<file path="src/rtl/rx_idle_timer_pkg.sv">
package rx_idle_timer_pkg;
  typedef struct packed {
    logic clearCnt;
    logic advance;
  } ctlStrobe_t;
endpackage

</file>
<file path="src/rtl/rx_idle_dp.sv">
module rx_idle_dp
  import rx_idle_timer_pkg::*;
#(
  parameter int LEN_W = 4
) (
  input  logic             clk,
  input  logic             rstN,
  input  ctlStrobe_t       strobe,
  input  logic [LEN_W-1:0] toLength,
  output logic             lastTick
);
  localparam logic [LEN_W:0] CNT_MAX = {1'b0, {LEN_W{1'b1}}};

  logic [LEN_W-1:0] elapsed;
  logic [LEN_W:0]   nextCount;

  assign nextCount = {1'b0, elapsed} + 1'b1;
  assign lastTick  = (toLength != '0) && (nextCount >= {1'b0, toLength});

  always_ff @(posedge clk) begin
    if (!rstN || strobe.clearCnt) begin
      elapsed <= '0;
    end else if (strobe.advance && ({1'b0, elapsed} != CNT_MAX)) begin
      elapsed <= nextCount[LEN_W-1:0];
    end
  end

  p_zero_len_never_last_r8: assert property (@(posedge clk) disable iff (!rstN)
    (toLength == '0) |-> !lastTick);
endmodule

</file>
<file path="src/rtl/rx_idle_ctl.sv">
module rx_idle_ctl
  import rx_idle_timer_pkg::*;
(
  input  logic       clk,
  input  logic       rstN,
  input  logic       toEnable,
  input  logic       emptyEn,
  input  logic       dataReady,
  input  logic       rxStore,
  input  logic       trigHit,
  input  logic       charTick,
  input  logic       statusWr,
  input  logic       statusBit,
  input  logic       lastTick,
  output ctlStrobe_t strobe,
  output logic       timeoutFlag,
  output logic       rxIntSet
);
  logic armed;
  logic cancel, restart, expire, fire;

  always_comb begin
    cancel  = !toEnable || trigHit;
    restart = !cancel && rxStore;
    strobe.advance  = !cancel && !rxStore && armed && charTick;
    expire  = strobe.advance && lastTick;
    fire    = expire && (dataReady || emptyEn);
    strobe.clearCnt = cancel || restart || expire;
  end

  always_ff @(posedge clk) begin
    if (!rstN) begin
      armed       <= 1'b0;
      timeoutFlag <= 1'b0;
      rxIntSet    <= 1'b0;
    end else begin
      if (cancel || expire) armed <= 1'b0;
      else if (restart)     armed <= 1'b1;
      if (fire)                        timeoutFlag <= 1'b1;
      else if (statusWr && statusBit)  timeoutFlag <= 1'b0;
      rxIntSet <= fire;
    end
  end

  p_pulse_single_r9: assert property (@(posedge clk) disable iff (!rstN)
    rxIntSet |=> !rxIntSet);
  p_flag_with_pulse_r3: assert property (@(posedge clk) disable iff (!rstN)
    rxIntSet |-> timeoutFlag);
  p_idle_quiet_r2: assert property (@(posedge clk) disable iff (!rstN)
    !armed |=> !rxIntSet);
  p_cancel_quiet_r6: assert property (@(posedge clk) disable iff (!rstN)
    trigHit |=> !rxIntSet);
  p_clear_r7: assert property (@(posedge clk) disable iff (!rstN)
    (statusWr && statusBit && !rxIntSet) |=> (!timeoutFlag || rxIntSet));
endmodule

</file>
<file path="src/rtl/rx_idle_timer.sv">
module rx_idle_timer
  import rx_idle_timer_pkg::*;
#(
  parameter int LEN_W = 4
) (
  input  logic             clk,
  input  logic             rstN,
  input  logic             toEnable,
  input  logic [LEN_W-1:0] toLength,
  input  logic             emptyEn,
  input  logic             dataReady,
  input  logic             rxStore,
  input  logic             trigHit,
  input  logic             charTick,
  input  logic             statusWr,
  input  logic             statusBit,
  output logic             timeoutFlag,
  output logic             rxIntSet
);
  ctlStrobe_t strobe;
  logic       lastTick;

  rx_idle_ctl ctl_i (
    .clk(clk), .rstN(rstN), .toEnable(toEnable), .emptyEn(emptyEn),
    .dataReady(dataReady), .rxStore(rxStore), .trigHit(trigHit),
    .charTick(charTick), .statusWr(statusWr), .statusBit(statusBit),
    .lastTick(lastTick), .strobe(strobe), .timeoutFlag(timeoutFlag),
    .rxIntSet(rxIntSet)
  );

  rx_idle_dp #(.LEN_W(LEN_W)) dp_i (
    .clk(clk), .rstN(rstN), .strobe(strobe), .toLength(toLength),
    .lastTick(lastTick)
  );
endmodule

</file>
<file path="config.mk">
export PLATFORM = sky130hd
export DESIGN_NAME = rx_idle_timer
export DESIGN_NICKNAME = d
export VERILOG_FILES = /design/src/rtl/rx_idle_timer_pkg.sv /design/src/rtl/rx_idle_dp.sv /design/src/rtl/rx_idle_ctl.sv /design/src/rtl/rx_idle_timer.sv
export SDC_FILE = /design/constraint.sdc
export NUM_CORES = 1
export LEC_CHECK = 0
export ABC_AREA = 1
export BUFFER_PORTS_ARGS = -buffer_cell sky130_fd_sc_hd__buf_2
export CAP_MARGIN = 5
export CORE_AREA = 8 8 45 47
export DETAILED_ROUTE_END_ITERATION = 12
export DIE_AREA = 0 0 53 55
export HOLD_SLACK_MARGIN = 0.06
export PLACE_DENSITY_LB_ADDON = 0.15
export SLEW_MARGIN = 10
export SYNTH_ARGS = -nofsm -noshare
export SYNTH_HDL_FRONTEND = slang
export SYNTH_SLANG_ARGS = --single-unit
</file>
<file path="constraint.sdc">
create_clock -name clk -period 1.9 [get_ports clk]
set_clock_uncertainty 0.15 [all_clocks]
set_input_delay 0.57 -clock clk [delete_from_list [all_inputs] [get_ports clk]]
set_output_delay 0.57 -clock clk [all_outputs]
set_load 0.05 [all_outputs]
</file>
==> Word-level counts from Yosys, hierarchy flattened <==
Cells that the tools add are included.
{ "classes": {"n_addsub": 1, "reduce_logical": 22, "eq_ne": 1, "mux": 2, "order_cmp": 1, "n_bitwise": 1} }
{ "op_table": {"columns": ["operator", "n"], "rows": [
  ["logical AND 1 bit", 9],
  ["logical OR 1 bit", 6],
  ["adder 4 x 1 -> 5 bit, second input constant", 1],
  [">= comparator 5 x 4 -> 1 bit", 1],
  ["logical NOT 1 bit", 4],
  ["inequality test 4 bit, second input constant", 1],
  ["nonzero test 4 bit", 1],
  ["two-way mux 1 bit", 2],
  ["nonzero test 2 bit", 1],
  ["OR reduction 2 bit", 1],
  ["NOT 1 bit", 1]
]} }
{ "totals": {"input_bits": 14, "output_inout_bits": 2, "reg_bits": 7, "elab_cells": 32} }

==> Longest topological paths before layout <==
Gate-level depths: netlist (run 1).
{ "logic_depth": {"ltp_word": 9, "depth_mapped": 13, "depth_no_buf": 13} }

==> Cells and area by module <==
From an unflattened synthesis (run 1), not the netlist that was laid out.
{ "unflattened": {"cells_unflattened": 73, "hier_area_um2": 466.7} }
{ "modules_own_cells": {"columns": ["module", "n_inst", "cells_each", "area_each_um2", "seq_area_each_um2"], "rows": [
  ["rx_idle_dp", 1, 50, 317.8, 80.1],
  ["rx_idle_ctl", 1, 23, 148.9, 60.1]
]} }

==> Least setup slack after synthesis (run 1) <==
OpenSTA, ideal clock, no wires.
{ "synth_path": {"path_kind": "reg-to-reg", "start": "reg dp_i.elapsed[0]", "end": "reg dp_i.elapsed[0]", "path_stages_with_launch": 12, "period_less_slack_ns": 1.783, "setup_ns": 0.065, "path_slack_ns": 0.117, "n_path_buf": 0, "t_arrival_ns": 1.568, "required_ns": 1.685, "cell_sequence": "dfxtp_1 > ha_1 > xnor2_1 > inv_1 > ha_1 > a21oi_1 > nand2_1 > nand2_1 > nand2_1 > nand2_2 > nand3_2 > nor2_1"} }
{ "synth_between": {"elab_chain_len": 6, "word_cells_on_any_way": 8} }
{ "synth_lines": {"columns": ["element", "line", "source"], "rows": [
  ["start, declared", "rx_idle_dp.sv:14", "logic [LEN_W-1:0] elapsed;"],
  ["start signal, assigned", "rx_idle_dp.sv:24", "elapsed <= nextCount[LEN_W-1:0];"],
  ["adder 4 x 1 -> 5 bit", "rx_idle_dp.sv:17", "assign nextCount = {1'b0, elapsed} + 1'b1;"],
  ["named net dp_i.nextCount[2]", "rx_idle_dp.sv:15", "logic [LEN_W:0] nextCount;"],
  [">= comparator 5 x 4 -> 1 bit", "rx_idle_dp.sv:18", "assign lastTick = (toLength != '0) && (nextCount >= {1'b0, toLength});"],
  ["logical AND 1 bit", "rx_idle_dp.sv:18", null],
  ["logical AND 1 bit", "rx_idle_ctl.sv:26", "expire = strobe.advance && lastTick;"],
  ["logical OR 1 bit", "rx_idle_ctl.sv:28", "strobe.clearCnt = cancel || restart || expire;"],
  ["logical OR 1 bit", "rx_idle_dp.sv:21", "if (!rstN || strobe.clearCnt) begin"]
]} }
The timed path passes the listed nets, and every way through them passes these cells.
A chain may end at the register's enable or synchronous reset.

==> Final worst setup path (run 1) <==
{ "layout_path": {"start": "reg dp_i.elapsed[0]", "end": "reg ctl_i.armed"} }
{ "layout_between": {"elab_chain_len": 6} }
{ "layout_lines": {"columns": ["element", "line", "source"], "rows": [
  ["adder 4 x 1 -> 5 bit", "rx_idle_dp.sv:17", null],
  ["named net dp_i.nextCount[2]", "rx_idle_dp.sv:15", null],
  [">= comparator 5 x 4 -> 1 bit", "rx_idle_dp.sv:18", null],
  ["logical AND 1 bit", "rx_idle_dp.sv:18", null],
  ["logical AND 1 bit", "rx_idle_ctl.sv:26", null],
  ["logical OR 1 bit", "rx_idle_ctl.sv:37", "if (cancel || expire) armed <= 1'b0;"],
  ["OR reduction 2 bit (no line)", null, null],
  ["end signal, assigned", "rx_idle_ctl.sv:33", "armed <= 1'b0;"],
  ["end signal, assigned", "rx_idle_ctl.sv:37", null],
  ["end signal, assigned", "rx_idle_ctl.sv:38", "else if (restart) armed <= 1'b1;"],
  ["end, declared", "rx_idle_ctl.sv:19", "logic armed;"]
]} }
The timed path passes the listed nets, and every way through them passes these cells.

==> impl_metrics.env, run 1 <==
export IMPL_status="finished, final reports clean"
export IMPL_power_frac_clock_pct=41.4
export IMPL_ys_ff_latch=7
export IMPL_critical_path_class="reg2reg"
export IMPL_initial_core_util_pct=35.5
export IMPL_power_frac_comb_pct=11.3
export IMPL_rsz0062_at_grt="false"
export IMPL_period_share_pct=93.4
export IMPL_synth_nets=87
export IMPL_clk_latency_ns=0.24
export IMPL_die_height_um=55
export IMPL_cts_clk_slew_worst_paths_ns=0.05
export IMPL_yosysSeqAreaShare_pct=28.5
export IMPL_ir_worst_vdd_mv=0.253
export IMPL_via_count=454
export IMPL_antenna_found_initial=0
export IMPL_final_max_slew_viol_count=0
export IMPL_required_ns=1.89
export IMPL_setup_violations=0
export IMPL_drc=0
export IMPL_min_path_cells=2
export IMPL_min_period_ns=1.77
export IMPL_timing_fmax_mhz=564
export IMPL_cts_tree="yes"
export IMPL_coreArea_um2=1380
export IMPL_setup_ws_ns=0.126
export IMPL_max_cap_violations=0
export IMPL_startpoint="dp_i.elapsed[0]$_SDFFE_PP0P_"
export IMPL_final_cell_mix="buf_2 (15), inv_1 (12), nand2_1 (12)"
export IMPL_yosysUniqueCellTypes=20
export IMPL_p_leak_nw=0.337
export IMPL_crit_path_start_kind="flop"
export IMPL_grt_pass1_vias=456
export IMPL_grt_pass1_wl_um=1640
export IMPL_design_area_um2=682
export IMPL_postPlaceCellArea_um2=609
export IMPL_viasPerCell=4.28
export IMPL_synth_avg_cell_area_um2=7.23
export IMPL_wirelength_um=999
export IMPL_layout_commonest_cell="buf_2"
export IMPL_r2r_start="dp_i.elapsed[0]$_SDFFE_PP0P_"
export IMPL_io_pins=16
export IMPL_power_density_nw_per_um2=457
export IMPL_pre_cts_ws_ns=-0.0356
export IMPL_grt_ovfl_total=0
export IMPL_cts_max_path_buffers=2
export IMPL_seqPwrFrac_pct=47.3
export IMPL_antenna_cells=0
export IMPL_io_buffers=15
export IMPL_arrival_ns=1.76
export IMPL_hold_viol=0
export IMPL_cts_root_buf="clkbuf_4"
export IMPL_clkSinkCount=7
export IMPL_end_kind="flop"
export IMPL_synth_area_um2=492
export IMPL_drive_gt1_share_pct=44.4
export IMPL_wire_per_inst_um=9.42
export IMPL_switching_share_pct=21.7
export IMPL_drtIter0Drc=3
export IMPL_gp_congestion=0.742
export IMPL_worst_pin_slew_ns=0.253
export IMPL_h_tree_depth=1
export IMPL_whs_ns=0.323
export IMPL_syn_to_final_growth_pct=38.7
export IMPL_slew_headroom_pct=83.3
export IMPL_grt_max_degree=6
export IMPL_ant_nets=0
export IMPL_place_hpwl_um=855
export IMPL_hp_class="reg2reg"
export IMPL_report_power_total_w=0.000311
export IMPL_crit_path_max_fanout=4
export IMPL_rows=14
export IMPL_die_w_um=53
export IMPL_power_internal_w=0.000244
export IMPL_reg2regPathDepth=12
export IMPL_syn_inst=68
export IMPL_die_area_um2=2920
export IMPL_yosysWarnings=0
export IMPL_layout_nets=110
export IMPL_cts_made_buffers=3
export IMPL_drtPass1Iterations=4
export IMPL_worstHoldStart="ctl_i.timeoutFlag$_SDFFE_PN0P_"
export IMPL_p_sw_w=0.0000675
export IMPL_grt_use_total_pct=7.55
export IMPL_postCtsSetupBuffers=0
-- per-layer routing --
| metal | routed length, um | vias to the layer above | global-route usage [%] |
|---|---|---|---|
| met5 | 0 | - | 0 |
| met4 | 9 | 0 | 6.47 |
| met3 | 55 | 2 | 2.67 |
| met2 | 494 | 11 | 12.7 |
| met1 | 439 | 189 | 7.31 |
| li1 | - | 252 | - |
-- path summary, 6_finish.rpt --
| kind | to | slack [ns] |
|---|---|---|
| max | ctl_i.armed$_SDFFE_PP0P_ | 0.13 |
| min | ctl_i.timeoutFlag$_SDFFE_PN0P_ | 0.32 |
| max reg2reg | ctl_i.armed$_SDFFE_PP0P_ | 0.13 |
| min reg2reg | ctl_i.timeoutFlag$_SDFFE_PN0P_ | 0.32 |
-- sequential cells by signal (all words and copies together), names as in the netlist --
register           count
ctl_i.rxIntSet         1
ctl_i.armed            1
dp_i.elapsed           4
ctl_i.timeoutFlag      1
-- synthesized netlist by cell type, drive strengths merged --
cell type	instances	area (um^2)
o21a	1	7.51
nor2	9	46.3
dfxtp	7	140
nand2	15	63.8
nand3	6	45.0
a21oi	2	10.0
xor2	1	8.76
ha	5	62.6
xnor2	2	17.5
and3	1	6.26
inv	15	56.3
o21ai	2	10.0
nor3	1	10.0
o21bai	1	7.51
-- worst max-delay path, cell delays in order, from the launching register on --
cell and delay (ns):
dfxtp_2 0.33, ha_4 0.17, xnor2_2 0.14, inv_1 0.09, ha_4 0.28, nand2_1 0.04
inv_1 0.04, nand2_1 0.04, nand2_1 0.05, nand2_1 0.04, nand2_1 0.06, nand2_2 0.09
and3_1 0.15
-- timing repair --
action / in CTS / in global routing
setup endpoints to repair: 4 / 6
hold buffers: 0 / 0
pin swaps: 0 / 1
resized for setup: 2 / 6
-- logic make-up after synthesis --
family                   share of synthesized area (%)
AND/OR/NAND/NOR                                   34.9
buffers and inverters                             11.4
flip-flops                                        28.5
AO/OA/AOI/OAI                                     7.12
adder cells (fa/ha/maj)                           12.7
XOR/XNOR                                          5.34
-- power by group through the flow --
stage | sequential [W] | clock [W] | combinational [W]
global placement | 0.000150 | 0 | 0.0000322
detailed placement | 0.000150 | 0 | 0.0000332
finish | 0.000147 | 0.000129 | 0.0000352
CTS | 0.000147 | 0.000137 | 0.0000343
floorplan | 0.000150 | 0 | 0.0000156
global route | 0.000147 | 0.000146 | 0.0000397
-- through the flow --
stage | cells | setup TNS, ns | util, %
5_1_grt | 106 | 0 | 49.3
6_report | 106 | 0 | 49.3
3_5_place_dp | 102 | -0.113 | 44.0
4_1_cts | 106 | 0 | 47.0
3_3_place_gp | 102 | 0 | 44.0
2_1_floorplan | 68 | 0 | -
-- final cells by class --
cell class | instances | area (um^2)
Sequential cell | 7 | 143
Fill cell | 156 | 702
Tap cell | 16 | 20.0
Timing Repair Buffer | 18 | 97.6
Multi-Input combinational cell | 46 | 339
Inverter | 15 | 56.3
Clock buffer | 4 | 26.3
(Power assumes the default switching activity.)
==> inputs of run 2 (changes only) <==
SYNTH_HIERARCHICAL = 1   (was not set)
==> run 2 against run 1 <==
The flow now finishes with violations (negative setup slack); synthesized cell count increased by 7.4%; largest power group unchanged; clock power increased by 4%; clock-buffer cell count unchanged; synthesized area decreased by 5.1%; largest cell class unchanged; first-iteration DRC count decreased by 67%.
==> impl_metrics.env, run 2 <==
export IMPL_status="finished with violations"
export IMPL_violations="negative setup slack"
export IMPL_antenna_found_initial=0
export IMPL_io_pins=16
export IMPL_rsz0062_at_grt="true"
export IMPL_synthTopCellsByCount="nand2_1 (20), inv_1 (16), dfxtp_1 (7), nor2_1 (7)"
export IMPL_period_share_pct=105
export IMPL_slew_headroom_pct=83.3
export IMPL_synth_edf_count=0
export IMPL_grt_pass1_wl_um=1770
export IMPL_reg2reg_slack_ns=-0.10
export IMPL_ir_worst_vdd_mv=0.426
export IMPL_hold_viol=0
export IMPL_viasPerCell=4.28
export IMPL_drtIter0Drc=1
export IMPL_timing_fmax_mhz=499
export IMPL_synth_most_common_cell="nand2_1"
export IMPL_ant_nets=0
export IMPL_syn_inst=73
export IMPL_grt_max_degree=6
export IMPL_largest_reg_flops=4
export IMPL_power_density_nw_per_um2=453
export IMPL_setup_ws_ns=-0.102
export IMPL_reg2reg_to="dp_i/elapsed[2]$_SDFFE_PP0P_"
export IMPL_wire_per_inst_um=9.27
export IMPL_io_buffers=15
export IMPL_arrival_ns=1.99
export IMPL_syn_to_final_growth_pct=51.7
export IMPL_hp_class="reg2reg"
export IMPL_report_power_total_w=0.000321
export IMPL_drtPass1Iterations=3
export IMPL_rows=14
export IMPL_top_register="dp_i/elapsed"
export IMPL_synth_nets=92
export IMPL_async_reset_ff_share_pct=0
export IMPL_layout_commonest_cell="nand2_1"
export IMPL_grt_pass1_vias=481
export IMPL_cts_clk_slew_worst_paths_ns=0.05
export IMPL_yosysWarnings=6
export IMPL_p_leak_nw=0.405
export IMPL_utilization_pct=51.2
export IMPL_yosysUniqueCellTypes=15
export IMPL_via_count=501
export IMPL_worst_pin_slew_ns=0.249
export IMPL_gp_congestion=0.772
export IMPL_reg2regPathDepth=13
export IMPL_clk_latency_ns=0.25
export IMPL_max_cap_violations=0
export IMPL_wirelength_um=1090
export IMPL_crit_path_max_fanout=4
export IMPL_coreArea_um2=1380
export IMPL_synth_top_cell_area_share_pct=30.0
export IMPL_place_hpwl_um=858
export IMPL_layout_nets=121
export IMPL_drive_gt1_share_pct=40.6
export IMPL_drc=0
export IMPL_die_w_um=53
export IMPL_cts_tree="yes"
export IMPL_synth_flop_cell="dfxtp_1"
export IMPL_cts_made_buffers=3
export IMPL_end_kind="flop"
export IMPL_die_area_um2=2920
export IMPL_ctsHoldBuffers=0
export IMPL_whs_endpoint="ctl_i/timeoutFlag$_SDFFE_PN0P_"
export IMPL_cts_root_buf="clkbuf_4"
export IMPL_setup_violations=4
export IMPL_final_cell_mix="nand2_1 (17), inv_1 (16), buf_2 (15)"
export IMPL_cts_max_path_buffers=2
export IMPL_crit_path_start_kind="flop"
export IMPL_min_path_cells=2
export IMPL_grt_ovfl_total=0
export IMPL_die_height_um=55
export IMPL_synth_area_um2=467
export IMPL_synth_avg_cell_area_um2=6.39
export IMPL_clkSinkCount=7
export IMPL_critical_path_class="reg2reg"
export IMPL_antenna_cells=0
export IMPL_final_max_slew_viol_count=0
export IMPL_grt_use_total_pct=8.26
export IMPL_worstHoldStart="ctl_i/timeoutFlag$_SDFFE_PN0P_"
export IMPL_initial_core_util_pct=33.7
export IMPL_h_tree_depth=1
export IMPL_yosys_area_top_type="dfxtp_1"
export IMPL_ys_ff_latch=7
export IMPL_r2r_start="dp_i/elapsed[1]$_SDFFE_PP0P_"
export IMPL_min_period_ns=2.00
export IMPL_synthTopCellsByArea="dfxtp_1 (30%), nand2_1 (16%), ha_1 (13%)"
export IMPL_yosysSeqAreaShare_pct=30.0
export IMPL_required_ns=1.89
-- run 2: cell types whose count changed after synthesis, sizes merged --
cell	delta
a21boi	+1
a21oi	+1
and3	-1
inv	+2
nand2	+5
nand4	+1
nor2	-1
o21a	-1
o21ai	+1
o21bai	-1
xnor2	-2
-- run 2: cell type report --
type / instances / area, um^2
Sequential cell: 7 / 143
Tap cell: 16 / 20.0
Multi-Input combinational cell: 49 / 309
Fill cell: 149 / 676
Inverter: 17 / 63.8
Clock buffer: 4 / 26.3
Timing Repair Buffer: 24 / 146
-- run 2: worst max path at each step --
stage	end	start	cells past startpoint
2_1_floorplan	dp_i/elapsed[3]$_SDFFE_PP0P_	dp_i/elapsed[0]$_SDFFE_PP0P_	12
3_3_place_gp	dp_i/elapsed[3]$_SDFFE_PP0P_	dp_i/elapsed[1]$_SDFFE_PP0P_	12
3_5_place_dp	dp_i/elapsed[3]$_SDFFE_PP0P_	toLength[2]	12
4_1_cts	dp_i/elapsed[3]$_SDFFE_PP0P_	dp_i/elapsed[1]$_SDFFE_PP0P_	14
5_1_grt	dp_i/elapsed[2]$_SDFFE_PP0P_	dp_i/elapsed[1]$_SDFFE_PP0P_	13
6_report	dp_i/elapsed[2]$_SDFFE_PP0P_	dp_i/elapsed[1]$_SDFFE_PP0P_	13
-- run 2: cell families (layout without fill, tap and decap cells) --
logic type | count (synthesis) | after routing | synth area share [%]
buffers and inverters | 17 | 45 | 13.7
DFF | 7 | 7 | 30.0
xor gates and xnor gates | 1 | 1 | 1.88
and+or+nand+nor | 36 | 36 | 33.0
AOI/OAI and AO/OA | 7 | 7 | 8.04
adders and majority gates | 5 | 5 | 13.4
-- run 2: metrics by stage --
| step | setup TNS [ns] | hold slack (ns) | instances | setup WS (ns) | cell area [um^2] |
|---|---|---|---|---|---|
| after floorplan | 0 | 0.343 | 73 | 0.0242 | 484 |
| after global placement | -0.253 | 0.307 | 112 | -0.0779 | 639 |
| after detailed placement | -0.380 | 0.310 | 112 | -0.121 | 639 |
| after CTS | -0.230 | 0.317 | 116 | -0.0831 | 681 |
| after global routing | -1.26 | 0.350 | 117 | -0.250 | 708 |
| final | -0.289 | 0.313 | 117 | -0.102 | 708 |
-- run 2: power by group --
group / switching, W / leakage [nW] / internal (W) / total, W
Combinational: 0.0000185 / 0.333 / 0.0000208 / 0.0000393
Clock: 0.0000537 / 0.0150 / 0.0000800 / 0.000134
Sequential: 0.000000314 / 0.0575 / 0.000148 / 0.000148
-- run 2: metal layers --
layer,vias up,track usage (%),routed length (um)
met4,0,3.88,17
li1,279,-,-
met5,-,0,0
met1,206,8.09,490
met3,5,4.81,52
met2,11,13.9,525
-- run 2: worst max-delay path, stage by stage, from the launching register on --
cell and delay, ns:
dfxtp_2 0.33, ha_4 0.16, xor2_2 0.15, ha_1 0.32, nand2_1 0.06, inv_1 0.04, nand2_1 0.04, nand2_1 0.05
nand2_1 0.06, a21oi_2 0.16, nand2_2 0.09, nand2_2 0.09, nor2_4 0.04, a21boi_2 0.14
-- run 2: repair_timing --
item	CTS	global route
buffers inserted	0	1
pin swaps	4	3
setup endpoints to repair	5	7
hold endpoints to repair	0	0
gates resized for setup	5	6
